$ cat config.mk
export PLATFORM = sky130hd
export DESIGN_NAME = tstamp_pkt_parser
export DESIGN_NICKNAME = d
export VERILOG_FILES = /design/src/rtl/tpp_pkg.sv /design/src/rtl/tpp_cksum.sv /design/src/rtl/tpp_satcnt.sv /design/src/rtl/tstamp_pkt_parser.sv
export SDC_FILE = /design/constraint.sdc
export NUM_CORES = 1
export LEC_CHECK = 0
export ABC_AREA = 1
export BUFFER_PORTS_ARGS = -buffer_cell sky130_fd_sc_hd__buf_4
export CAP_MARGIN = 10
export CORE_MARGIN = 4
export CORE_UTILIZATION = 45
export CTS_CLUSTER_SIZE = 10
export DETAILED_ROUTE_END_ITERATION = 8
export PLACE_DENSITY = 0.72
export SLEW_MARGIN = 10
export SYNTH_ARGS = -nofsm -noshare
export SYNTH_HDL_FRONTEND = slang
export SYNTH_SLANG_ARGS = --single-unit
$ cat constraint.sdc
create_clock -name clk -period 1.8 [get_ports clk]
set_input_delay 0.36 -clock clk [delete_from_list [all_inputs] [get_ports clk]]
set_output_delay 0.36 -clock clk [all_outputs]
set_load 0.03 [all_outputs]
$ cat src/rtl/tpp_pkg.sv
`timescale 1ns/1ps
package tpp_pkg;
  localparam logic [7:0] START_BYTE  = 8'h82;
  localparam logic [7:0] CMD_TSTAMP  = 8'd3;
  localparam logic [7:0] TS_LEN_MIN  = 8'd4;
  localparam logic [7:0] TS_LEN_MAX  = 8'd8;
  localparam int         TS_BYTES    = 8;

  typedef enum logic [2:0] {
    ST_HUNT,
    ST_CMD,
    ST_LEN,
    ST_DATA,
    ST_CK_FIRST,
    ST_CK_SECOND
  } pstate_e;
endpackage

$ cat src/rtl/tpp_cksum.sv
`timescale 1ns/1ps
// Two-lane XOR accumulator: even buffer positions fold into lane 0,
// odd positions into lane 1. Outputs are the expected (inverted) check bytes.
module tpp_cksum (
  input  logic       clk,
  input  logic       rst_n,
  input  logic       clr,
  input  logic       en,
  input  logic [7:0] din,
  output logic [7:0] exp_first,
  output logic [7:0] exp_second
);
  logic [7:0] even_acc_q;
  logic [7:0] odd_acc_q;
  logic       odd_lane_q;

  always_ff @(posedge clk or negedge rst_n) begin
    if (!rst_n) begin
      even_acc_q <= '0;
      odd_acc_q  <= '0;
      odd_lane_q <= 1'b0;
    end else if (clr) begin
      even_acc_q <= '0;
      odd_acc_q  <= '0;
      odd_lane_q <= 1'b0;
    end else if (en) begin
      if (odd_lane_q) odd_acc_q  <= odd_acc_q ^ din;
      else            even_acc_q <= even_acc_q ^ din;
      odd_lane_q <= ~odd_lane_q;
    end
  end

  assign exp_first  = ~even_acc_q;
  assign exp_second = ~odd_acc_q;
endmodule

$ cat src/rtl/tpp_satcnt.sv
`timescale 1ns/1ps
module tpp_satcnt #(
  parameter int W = 16
) (
  input  logic         clk,
  input  logic         rst_n,
  input  logic         inc,
  output logic [W-1:0] count
);
  always_ff @(posedge clk or negedge rst_n) begin
    if (!rst_n)                     count <= '0;
    else if (inc && (count != '1))  count <= count + 1'b1;
  end
endmodule

$ cat src/rtl/tstamp_pkt_parser.sv
`timescale 1ns/1ps
module tstamp_pkt_parser
  import tpp_pkg::*;
#(
  parameter int MAX_LEN = 60,
  parameter int CNT_W   = 16,
  localparam int DW     = MAX_LEN * 8
) (
  input  logic             clk,
  input  logic             rst_n,
  input  logic             in_valid,
  output logic             in_ready,
  input  logic [7:0]       in_data,
  output logic             pkt_valid,
  input  logic             pkt_ready,
  output logic [7:0]       pkt_cmd,
  output logic [7:0]       pkt_len,
  output logic [DW-1:0]    pkt_data,
  output logic             ts_valid,
  output logic [63:0]      ts_secs,
  output logic             err,
  output logic [CNT_W-1:0] good_cnt,
  output logic [CNT_W-1:0] bad_cnt
);
  pstate_e    state_q;
  logic [7:0] cmd_q, len_q, idx_q;
  logic [7:0] buf_q [MAX_LEN];
  logic       first_ok_q;
  logic       pkt_valid_q, ts_valid_q, err_q;
  logic [63:0] ts_q, ts_next;

  logic       take, start_hit, ck_en, len_bad, last_data;
  logic       pkt_end, sum_ok, is_ts, fmt_ok, good_ev, bad_ev;
  logic [7:0] exp_first, exp_second;

  assign in_ready  = !pkt_valid_q;
  assign take      = in_valid && in_ready;
  assign start_hit = take && (state_q == ST_HUNT) && (in_data == START_BYTE);
  assign ck_en     = take && ((state_q == ST_CMD) || (state_q == ST_LEN) ||
                              (state_q == ST_DATA));
  assign len_bad   = in_data > 8'(MAX_LEN);
  assign last_data = (idx_q + 8'd1) == len_q;
  assign pkt_end   = take && (state_q == ST_CK_SECOND);
  assign sum_ok    = first_ok_q && (in_data == exp_second);
  assign is_ts     = (cmd_q == CMD_TSTAMP);
  assign fmt_ok    = !is_ts || ((len_q >= TS_LEN_MIN) && (len_q <= TS_LEN_MAX));
  assign good_ev   = pkt_end && sum_ok && fmt_ok;
  assign bad_ev    = (pkt_end && !(sum_ok && fmt_ok)) ||
                     (take && (state_q == ST_LEN) && len_bad);

  tpp_cksum u_cksum (
    .clk        (clk),
    .rst_n      (rst_n),
    .clr        (start_hit),
    .en         (ck_en),
    .din        (in_data),
    .exp_first  (exp_first),
    .exp_second (exp_second)
  );

  // Frame state machine
  always_ff @(posedge clk or negedge rst_n) begin
    if (!rst_n) begin
      state_q    <= ST_HUNT;
      cmd_q      <= '0;
      len_q      <= '0;
      idx_q      <= '0;
      first_ok_q <= 1'b0;
    end else if (take) begin
      unique case (state_q)
        ST_HUNT: if (start_hit) state_q <= ST_CMD;
        ST_CMD: begin
          cmd_q   <= in_data;
          state_q <= ST_LEN;
        end
        ST_LEN: begin
          if (len_bad) begin
            state_q <= ST_HUNT;
          end else begin
            len_q   <= in_data;
            idx_q   <= '0;
            state_q <= (in_data == 8'd0) ? ST_CK_FIRST : ST_DATA;
          end
        end
        ST_DATA: begin
          idx_q <= idx_q + 8'd1;
          if (last_data) state_q <= ST_CK_FIRST;
        end
        ST_CK_FIRST: begin
          first_ok_q <= (in_data == exp_first);
          state_q    <= ST_CK_SECOND;
        end
        ST_CK_SECOND: state_q <= ST_HUNT;
        default:      state_q <= ST_HUNT;
      endcase
    end
  end

  // Data byte store, cleared at each start marker so unused bytes read zero
  always_ff @(posedge clk or negedge rst_n) begin
    if (!rst_n) begin
      for (int i = 0; i < MAX_LEN; i++) buf_q[i] <= '0;
    end else if (start_hit) begin
      for (int i = 0; i < MAX_LEN; i++) buf_q[i] <= '0;
    end else if (take && (state_q == ST_DATA)) begin
      for (int i = 0; i < MAX_LEN; i++)
        if (idx_q == 8'(i)) buf_q[i] <= in_data;
    end
  end

  always_comb begin
    ts_next = '0;
    for (int i = 0; i < TS_BYTES; i++) ts_next[8*i +: 8] = buf_q[i];
  end

  // Result registers
  always_ff @(posedge clk or negedge rst_n) begin
    if (!rst_n) begin
      pkt_valid_q <= 1'b0;
      ts_valid_q  <= 1'b0;
      err_q       <= 1'b0;
      ts_q        <= '0;
    end else begin
      err_q      <= bad_ev;
      ts_valid_q <= good_ev && is_ts;
      if (good_ev && is_ts) ts_q <= ts_next;
      if (good_ev && !is_ts)           pkt_valid_q <= 1'b1;
      else if (pkt_valid_q && pkt_ready) pkt_valid_q <= 1'b0;
    end
  end

  tpp_satcnt #(.W(CNT_W)) u_good_cnt (
    .clk(clk), .rst_n(rst_n), .inc(good_ev), .count(good_cnt));
  tpp_satcnt #(.W(CNT_W)) u_bad_cnt (
    .clk(clk), .rst_n(rst_n), .inc(bad_ev), .count(bad_cnt));

  genvar g;
  generate
    for (g = 0; g < MAX_LEN; g++) begin : g_flat
      assign pkt_data[8*g +: 8] = buf_q[g];
    end
  endgenerate

  assign pkt_valid = pkt_valid_q;
  assign pkt_cmd   = cmd_q;
  assign pkt_len   = len_q;
  assign ts_valid  = ts_valid_q;
  assign ts_secs   = ts_q;
  assign err       = err_q;
endmodule

# Word-level counts from Yosys, hierarchy flattened
# Index checks and enable logic that the tools add are counted.
# Widths: inputs -> output; s select.
dict set report word_totals {
  register_bits 624
  inputBits 12
  out_inout_bits 596
  wordCells 401
}
dict set report classes {
  n_addsub 3
  order_cmp 3
  eq_ne 75
  mux 79
  n_bitwise 6
  reduce_logical 161
}
# cell n
set op_table {}
lappend op_table {{$mux 480} 2}
lappend op_table {{$mux 8} 67}
lappend op_table {{$eq 8x6->1 const B} 28}
lappend op_table {{$reduce_bool 2->1} 65}
lappend op_table {{$eq 8x5->1 const B} 16}
lappend op_table {{$reduce_and 2->1} 64}
lappend op_table {{$eq 8x4->1 const B} 8}
lappend op_table {{$add 16x1->16 const B} 2}
lappend op_table {{$eq 8x3->1 const B} 4}
lappend op_table {{$ne 16x16->1 const B} 2}
lappend op_table {{$eq 8x2->1 const B} 3}
lappend op_table {{$eq 8x8->1} 3}
lappend op_table {{$logic_and 1x1->1} 19}
lappend op_table {{$logic_not 8->1} 2}
lappend op_table {{$not 8->8} 2}
lappend op_table {{$pmux 8 s2} 1}
lappend op_table {{$xor 8x8->8} 2}
lappend op_table {{$pmux 3 s5} 1}
lappend op_table {{$mux 3} 4}
lappend op_table {{$reduce_and 3->1} 3}
lappend op_table {{$add 8x1->8 const B} 1}
lappend op_table {{$eq 8x1->1 const B} 1}
lappend op_table {{$eq 8x8->1 const B} 1}
lappend op_table {{$ge 8x3->1 const B} 1}
lappend op_table {{other kinds (11)} 25}

# Longest topological paths before layout
# Gate-level depths: netlist of run 1.
dict set report logic_depth {
  depth_word 8
  depth_mapped 13
  mapped_depth_nobuf 13
}

# Modules after synthesis
# A second synthesis of run 1 with hierarchy kept.
dict set report unflattened {
  cells_unflattened 2859
  hier_area_um2 26316.5
}
# mod instances cells_per_inst area_per_inst_um2 seq_area_each_um2
set by_module_without_submodules {}
lappend by_module_without_submodules {tstamp_pkt_parser 1 2412 23169.7 14388.8}
lappend by_module_without_submodules {tpp_satcnt 2 149 1058.5 400.4}
lappend by_module_without_submodules {tpp_cksum 1 149 1029.7 425.4}

# Worst setup path before layout of run 1
# No wires, ideal clock.
dict set report synth_timing {
  path_kind {reg2reg}
  start {reg pkt_valid_q (netlist: pkt_valid)}
  end {reg buf_q, in the netlist pkt_data[401]}
  setup_time_ns 0.133
  arrival_time_ns 2.119
  required_ns 1.667
  slack_ns -0.452
  path_stages_with_launch 11
  path_buffers 3
  synth_period_minus_slack_ns 2.252
  cell_sequence {dfrtp_1 > inv_1 > nand2_2 > inv_1 > nand2_1 > inv_1 > buf_2 > buf_2 > a21oi_1 > buf_2 > o21ai_0}
}
dict set report synth_between {
  elab_chain_cells 6
  elab_cells_between_ends 9
  classes_between {mux: 1; reduce/logical: 8}
}
# element line_no
set synth_rtl {}
lappend synth_rtl {{start, declared} tstamp_pkt_parser.sv:29} ;# logic pkt_valid_q, ts_valid_q, err_q;
lappend synth_rtl {{start signal, assigned} tstamp_pkt_parser.sv:119} ;# pkt_valid_q <= 1'b0;
lappend synth_rtl {{start signal, assigned} tstamp_pkt_parser.sv:127} ;# if (good_ev && !is_ts) pkt_valid_q <= 1'b1;
lappend synth_rtl {{start signal, assigned} tstamp_pkt_parser.sv:128} ;# else if (pkt_valid_q && pkt_ready) pkt_valid_q <= 1'b0;
lappend synth_rtl {{$logic_not 1->1 (*)} tstamp_pkt_parser.sv:36} ;# assign in_ready = !pkt_valid_q;
lappend synth_rtl {{via in_ready} tstamp_pkt_parser.sv:12} ;# output logic in_ready,
lappend synth_rtl {{$logic_and 1x1->1 (*)} tstamp_pkt_parser.sv:37} ;# assign take = in_valid && in_ready;
lappend synth_rtl {{$logic_and 1x1->1 (2 in series)} tstamp_pkt_parser.sv:38} ;# assign start_hit = take && (state_q == ST_HUNT) && (in_data == START_BYTE);
lappend synth_rtl {{$reduce_bool 2->1 (no source line)} n/a}
lappend synth_rtl {{$reduce_and 2->1 (no source line)} n/a}
lappend synth_rtl {{end signal, assigned by index} tstamp_pkt_parser.sv:107} ;# if (idx_q == 8'(i)) buf_q[i] <= in_data;
lappend synth_rtl {{end, declared} tstamp_pkt_parser.sv:27} ;# logic [7:0] buf_q [MAX_LEN];
# The timed path passes the listed nets; every way through them passes the cells marked *.
# A chain may end at the register's enable or synchronous reset.

# Worst setup path after layout of run 1
dict set report layout_timing {
  start {reg idx_q[0]}
  end {reg buf_q, in the netlist pkt_data[436]}
}
dict set report layout_between {
  elab_chain_cells 3
}
# element line_no
set layout_rtl {}
lappend layout_rtl {{start, declared} tstamp_pkt_parser.sv:26} ;# logic [7:0] cmd_q, len_q, idx_q;
lappend layout_rtl {{start signal, assigned} tstamp_pkt_parser.sv:86} ;# idx_q <= idx_q + 8'd1;
lappend layout_rtl {{$eq 8x6->1} tstamp_pkt_parser.sv:107}
lappend layout_rtl {{$reduce_bool 2->1 (no source line)} n/a}
lappend layout_rtl {{$reduce_and 2->1 (no source line)} n/a}
# No other way between the ends.

==> out/qor.csv, run 1 <==
stage;metric;value;unit
placed_design;HPWL after detailed placement;59.0;mm
pwr;worst vdd ir;0.742;mV
synth;Synth Flop Type;dfrtp_1;
drt;DR iter-0 viols;1696;
synth;top cells by count, synth;nand2_1 (862), dfrtp_1 (624), o21ai_0 (520), nor2_1 (108), nand3_1 (81);
drt;DRC viols;0;
timing;Clock Skew;0.0276;ns
setup_path;worst reg2reg path endpoint;pkt_data[436];
setup_path;crit-path max FO;16;
placed_design;Routability Congestion;0.904;
synth;Post-Synth Simple-Gate Area;18.1;%
setup_path;reg2reg setup slack;-0.10;ns
timing;setup slack after layout;-0.101;ns
synth;Netlist Area Pre-Place;0.0244;mm2
grt;grt total ovfl;0;
placed_design;Port Buf Inserts;607;
setup_path;RR Startpoint;idx_q[0];
clocking;CTS tree;yes;
synth;post-synthesis sequential area ratio;63.9;%
synth;xor and xnor area share after synthesis;1.51;%
timing;slew margin rel.;33.8;%
timing;Least-Margin Pin Slew;0.993;ns
timing;fmax;526;MHz
synth;syn_nets;2611;
synth;post-synth top area share;63.9;%
worst_hold_path;hold depth;4;
synth;Yosys cell types;29;
timing;fin crit share;106;%
drt;WL/cell;22.5;um
floorplan;num ports;608;
synth;area leader, netlist;dfrtp_1;
floorplan;std cell rows;85;
timing;setup tns final;-10.54;ns
finish;diodes inserted;0;
finish;fin util;66.9;%
grt;number of global-route vias before repair;22000;
pwr;leakage;17.9;nW
finish;share of layout cells above drive strength 1;36.1;%
clocking;clock tree sinks;624;
finish;fillcell total;4064;
clocking;H-Tree Depth;3;
grt;first-pass GRT wire length;133;mm
drt;Post-Route WL;92.8;mm
setup_path;Reg2Reg Depth;8;
finish;P&R area growth vs syn;47.4;%
grt;GRT Overall Usage;29.8;%
timing;Setup violations, final;320;
clocking;CTS Buf Count;73;
floorplan;initial core utilization;45.4;%
floorplan;core region area;0.0538;mm2
synth;YS warnings;0;
synth;number of synthesized register bits;624;
worst_hold_path;Hold Crit Start;in_data[7];
finish;# nets final;3432;
timing;minimum clock period;1.90;ns
setup_path;Worst Path Class, Setup;flop to flop;
synth;Post-Synthesis Cells;2593;
setup_path;CP Data Required Time;2.26;ns
timing;final-report hold violation count;0;
floorplan;Die X;241;um
clocking;Max Buffers Root-to-Sink;3;
synth;Post-synth EDFFs;0;
floorplan;Die Area;0.0581;mm2
setup_path;CP Capture Type;flop;
run;Max Cap Viol;0;
pwr;Tot Pwr;41.5;mW
timing;pins over their slew limit;0;
synth;mux cell area share after synthesis;0;%
finish;Reg area;0.0156;mm2
synth;ys async rst share;100;%
synth;largest family of logic cells by synthesized area;simple AND/OR/NAND/NOR gates;
finish;area of the multi-input gates;0.00930;mm2
setup_path;Startpoint Class;flop;
floorplan;Die H;241;um
synth;post-synthesis adder-cell area fraction;0.307;%
setup_path;crit path DAT;2.36;ns
clocking;CTS Root Cell;clkbuf_16;
drt;vias;22700;
drt;antenna viol nets, final;0;
clocking;clock transition at the registers of the reported paths;0.06;ns
synth;Syn Area/Cell;9.42;um2
clocking;worst skew pair latency;0.62;ns
synth;compound-cell area share of the yosys netlist;12.1;%
outcome;violated checks;negative setup slack;
outcome;status;finished, violations left;
timing;RSZ-0062 raised after global routing;yes;
drt;drt via density;5.50;
grt;largest net degree at the start of global routing;73;
drt;drt pass-1 iters;6;
synth;ranking of synthesized cells by area;dfrtp_1 (64%), nand2_1 (13%), o21ai_0 (11%);
synth;most numerous cell in the Yosys netlist;nand2_1;
worst_hold_path;Worst Hold End;pkt_cmd[7];
grt;initial antenna violation count;0;
pwr;PwrDens;1150;mW/mm2
worst_hold_path;Min-Delay Path Class;input pin to flop;
==> layout by cell type, fill, tap and decap left out, types with 27 or more instances in the layout <==
cell       instances
a21oi_4           56
buf_12            60
buf_4            774
clkbuf_16         84
dfrtp_1          605
inv_1             56
nand2_1          791
nand2_2           61
nand3_1           66
nand4_1           27
nor2_1            60
nor2_2            34
o21ai_0          346
o21ai_1          164
==> critical path, cell delays in order, from the launching register on <==
cell and delay [ns]:
dfrtp_2 0.48, inv_4 0.10, ha_2 0.25, nand2_1 0.23, nor2_1 0.32, a21oi_4 0.10, buf_12 0.15, nand2_1 0.05
o21ai_0 0.07
==> logic make-up (layout without fill, tap and decap cells) <==
family / count (synthesis) / in the layout
adders and majority gates: 6 / 6
AOI/OAI and AO/OA: 587 / 601
buffers and inverters: 226 / 1050
and+or+nand+nor: 1108 / 1108
DFF: 624 / 624
xor gates and xnor gates: 42 / 42
==> worst max-delay path by stage <==
stage / startpoint / end / depth (start not counted)
2_1_floorplan: pkt_valid / pkt_data[214] / 8
3_3_place_gp: in_data[0] / pkt_data[220] / 9
3_5_place_dp: in_data[2] / pkt_data[217] / 9
4_1_cts: idx_q[1] / pkt_data[45] / 9
5_1_grt: idx_q[0] / state_q[2] / 12
6_report: idx_q[0] / pkt_data[436] / 8
==> per-stage QoR <==
step	worst slack (ns)	instance area, um2	hold slack [ns]	cells
2_1_floorplan	-0.0990	25300	0.0644	2593
3_3_place_gp	-0.296	31700	0.280	3946
3_5_place_dp	-0.363	31700	0.279	3946
4_1_cts	-0.113	34700	0.149	4077
5_1_grt	-0.220	36000	0.179	4127
6_report	-0.101	36000	0.176	4127
==> per-layer routing <==
| metal | global-route usage, % | up-vias | routed length [um] |
|---|---|---|---|
| met4 | 12.3 | 0 | 4390 |
| met1 | 38.4 | 11100 | 35700 |
| met2 | 48.6 | 1121 | 44100 |
| met3 | 7.77 | 272 | 8590 |
| li1 | - | 10200 | - |
| met5 | 0 | - | 0 |
==> power by group <==
| part | switching [mW] | internal (mW) |
|---|---|---|
| clock network | 5.70 | 7.53 |
| logic | 7.31 | 4.14 |
| registers | 1.30 | 15.6 |
| total | 14.3 | 27.2 |
==> flip-flops by register name (all words and copies together), names as in the netlist, 3 cells and up <==
register and flops:
pkt_data 480, u_cksum.odd_acc_q 8, pkt_len 8, u_cksum.even_acc_q 8
u_bad_cnt.count 16, state_q 3, idx_q 8, ts_secs 64
pkt_cmd 8, u_good_cnt.count 16
==> layout make-up <==
class / count / area share [%]
repair inverters: 1 / 0.0209
inverters: 76 / 0.869
multi-input cells: 1757 / 25.8
clock inverters: 7 / 0.355
well taps: 696 / 2.42
clock buffers: 85 / 5.32
repair buffers: 881 / 21.7
flip-flops and latches: 624 / 43.5
==> repair_timing <==
item / CTS / global route
pin swaps: 36 / 54
hold buffers: 2 / 0
gates cloned: 15 / 21
setup endpoints to repair: 556 / 596
setup buffers: 23 / 42
endpoints found under the hold margin: 88 / 0
gates resized for setup: 105 / 220
No activity file was read; power rests on OpenSTA's default activity.
==> run 2, diff against run 1 <==
--- a/config.mk
+++ b/config.mk
@@ -12,8 +12,9 @@
 export CORE_UTILIZATION = 45
 export CTS_CLUSTER_SIZE = 10
 export DETAILED_ROUTE_END_ITERATION = 8
-export PLACE_DENSITY = 0.72
+export PLACE_DENSITY = 0.71
 export SLEW_MARGIN = 10
 export SYNTH_ARGS = -nofsm -noshare
 export SYNTH_HDL_FRONTEND = slang
+export SYNTH_HIERARCHICAL = 1
 export SYNTH_SLANG_ARGS = --single-unit
==> run 2 against run 1 <==
The run still ends with negative setup slack left. Critical path depth up 4. Sequential power about the same. Power up 12%. Sequential share of layout area down 5.7 points. First-iteration DRC count up 5.8%. Final area up 15%. Fmax down 10%. Synthesized area up 7.8%. Via count up 11%. Critical path type unchanged.
==> out/qor.csv, run 2 <==
stage;metric;value;unit
grt;met1 Usage GRT;37.2;%
floorplan;initial core utilization;45.5;%
setup_path;CP Capture Type;flop;
pwr;Tot Pwr;46.5;mW
finish;# nets final;3847;
synth;Post-synth EDFFs;0;
worst_hold_path;Min-Delay Path Class;input pin to flop;
floorplan;num ports;608;
drt;antenna viol nets, final;0;
setup_path;Critical Path Sink;state_q[2];
placed_design;post-placement setup slack;-0.502;ns
clocking;Max Buffers Root-to-Sink;3;
timing;pins over their slew limit;0;
clocking;CTS Buf Count;74;
pwr;PwrDens;1120;mW/mm2
clocking;worst skew pair latency;0.61;ns
finish;share of layout cells above drive strength 1;47.0;%
timing;setup tns final;-67.42;ns
synth;post-synth top area share;59.3;%
timing;RSZ-0062 raised after global routing;yes;
timing;fmax;472;MHz
synth;Syn Area/Cell;9.20;um2
outcome;status;finished, violations left;
pwr;leakage;20.9;nW
pwr;worst vdd ir;0.781;mV
finish;max FFs per register;480;
drt;DRC viols;0;
worst_hold_path;Hold Crit Start;in_data[1];
synth;area leader, netlist;dfrtp_1;
setup_path;worst reg2reg path endpoint;state_q[2];
placed_design;placed cell count;4318;
drt;Post-Route WL;103;mm
clocking;CTS Root Cell;clkbuf_16;
finish;most frequent cells in the layout;buf_4 (804), dfrtp_1 (609), nand2_1 (602);
finish;P&R area growth vs syn;57.5;%
setup_path;crit-path max FO;5;
synth;YS warnings;6;
timing;Least-Margin Pin Slew;1.19;ns
grt;first-pass GRT wire length;146;mm
floorplan;Die X;250;um
setup_path;Worst Path Class, Setup;flop to flop;
floorplan;Die Area;0.0624;mm2
clocking;clock transition at the registers of the reported paths;0.06;ns
drt;WL/cell;22.4;um
synth;Post-Synthesis Cells;2859;
floorplan;std cell rows;88;
finish;most common cell after layout, fill and taps aside;buf_4;
finish;fillcell total;4095;
synth;top cells by count, synth;nand2_1 (886), dfrtp_1 (624), o21ai_0 (233), inv_1 (221), o21ai_1 (195);
synth;Netlist Area Pre-Place;0.0263;mm2
timing;minimum clock period;2.12;ns
grt;busiest layer in global routing;met2;
placed_design;DP Area;0.0337;mm2
finish;area of the multi-input gates;0.0115;mm2
setup_path;reg2reg setup slack;-0.32;ns
timing;Clock Skew;0.0207;ns
synth;number of synthesized register bits;624;
drt;drt pass-1 iters;6;
grt;M2 GR Usage;50.3;%
finish;Final Cell Area;0.0414;mm2
synth;post-synthesis sequential area ratio;59.3;%
timing;hold_ws;0.120;ns
floorplan;core region area;0.0578;mm2
grt;number of global-route vias before repair;24000;
drt;drt via density;5.43;
setup_path;Reg2Reg Depth;12;
grt;grt total ovfl;0;
grt;GR Util met3;7.26;%
finish;fin util;71.7;%
timing;final-report hold violation count;0;
finish;Reg area;0.0156;mm2
synth;ys async rst share;100;%
timing;slew margin rel.;20.9;%
timing;fin crit share;118;%
timing;setup slack after layout;-0.318;ns
setup_path;crit path DAT;2.61;ns
setup_path;CP Data Required Time;2.30;ns
floorplan;Die H;250;um
placed_design;HPWL after detailed placement;63.7;mm
finish;fin cells;4615;
placed_design;Port Buf Inserts;607;
setup_path;worst setup path start;idx_q[2];
synth;most numerous cell in the Yosys netlist;nand2_1;
setup_path;Startpoint Class;flop;
synth;ranking of synthesized cells by area;dfrtp_1 (59%), nand2_1 (13%), o21ai_0 (4.4%);
finish;diodes inserted;0;
timing;Setup violations, final;522;
outcome;violated checks;negative setup slack;
clocking;clock tree sinks;624;
drt;DR iter-0 viols;1795;
clocking;CTS tree;yes;
grt;GRT Overall Usage;29.9;%
setup_path;RR Startpoint;idx_q[2];
drt;vias;25100;
grt;initial antenna violation count;0;
synth;Yosys cell types;42;
grt;largest net degree at the start of global routing;63;
clocking;H-Tree Depth;3;
synth;Synth Flop Type;dfrtp_1;
placed_design;Routability Congestion;0.895;
synth;syn_nets;2877;
run;Max Cap Viol;0;
-- run 2: changes by cell type after synthesis, sizes merged, moves of 8 or more --
cell | before | now
o31ai | 0 | 30
a31oi | 3 | 23
xor2 | 21 | 6
buf | 75 | 95
a21oi | 58 | 10
nand4 | 28 | 92
inv | 76 | 254
o21a | 0 | 60
nand3 | 81 | 73
nand2 | 863 | 898
nor2 | 110 | 101
o21ai | 520 | 469
-- run 2: area by class of cell --
cell class | count | area share, %
repair inverters | 15 | 0.272
inverters | 254 | 2.83
multi-input cells | 1816 | 27.8
clock buffers | 89 | 4.75
well taps | 765 | 2.31
clock inverters | 8 | 0.257
flip-flops and latches | 624 | 37.7
repair buffers | 1044 | 24.0
-- run 2: worst max-delay path, stage by stage, from the launching register on --
cell and delay (ns):
dfrtp_1 0.42, buf_4 0.17, nand2_2 0.16, buf_4 0.20
o21ai_0 0.33, nand3_1 0.15, nand2_1 0.11, nor2_2 0.03
nand3_1 0.09, nand2_2 0.08, buf_4 0.14, nand3_1 0.06
nand2_1 0.07
-- run 2: power breakdown --
part | switching (mW) | internal [mW] | total, mW | leakage, nW
clock network | 5.71 | 7.79 | 13.5 | 1.02
registers | 1.49 | 15.7 | 17.2 | 8.51
logic | 9.36 | 6.48 | 15.8 | 11.4
-- run 2: cell families after synthesis --
group,Yosys count,synth area share (%)
AOI/OAI and AO/OA,600,13.2
xor gates and xnor gates,25,0.832
and+or+nand+nor,1181,19.0
adders and majority gates,6,0.285
buffers and inverters,423,7.29
DFF,624,59.3
-- run 2: what timing repair did --
| action | CTS | global route |
|---|---|---|
| hold buffers | 2 | 0 |
| resized for setup | 394 | 656 |
| setup endpoints to repair | 540 | 595 |
| cloned | 31 | 24 |
| endpoints found under the hold margin | 17 | 0 |
| pin swaps | 61 | 112 |
| setup buffers | 60 | 100 |
-- run 2: how the worst min path moves through the flow --
stage | to | slack (ns) | cells after the start
after floorplan | err | 0.06 | 0
after global placement | ts_secs[12] | 0.30 | 1
after detailed placement | ts_secs[10] | 0.30 | 1
after CTS | u_cksum/odd_acc_q[1] | 0.09 | 5
after global routing | u_cksum/odd_acc_q[1] | 0.13 | 5
final | u_cksum/odd_acc_q[1] | 0.12 | 5
-- run 2: layer usage --
layer / part of all wire [%] / wire (um) / up-vias
met5: 0 / 0 / -
met1: 37 / 38100 / 12300
met2: 49 / 51200 / 1205
met3: 8.5 / 8830 / 279
li1: - / - / 11200
met4: 5.1 / 5310 / 0
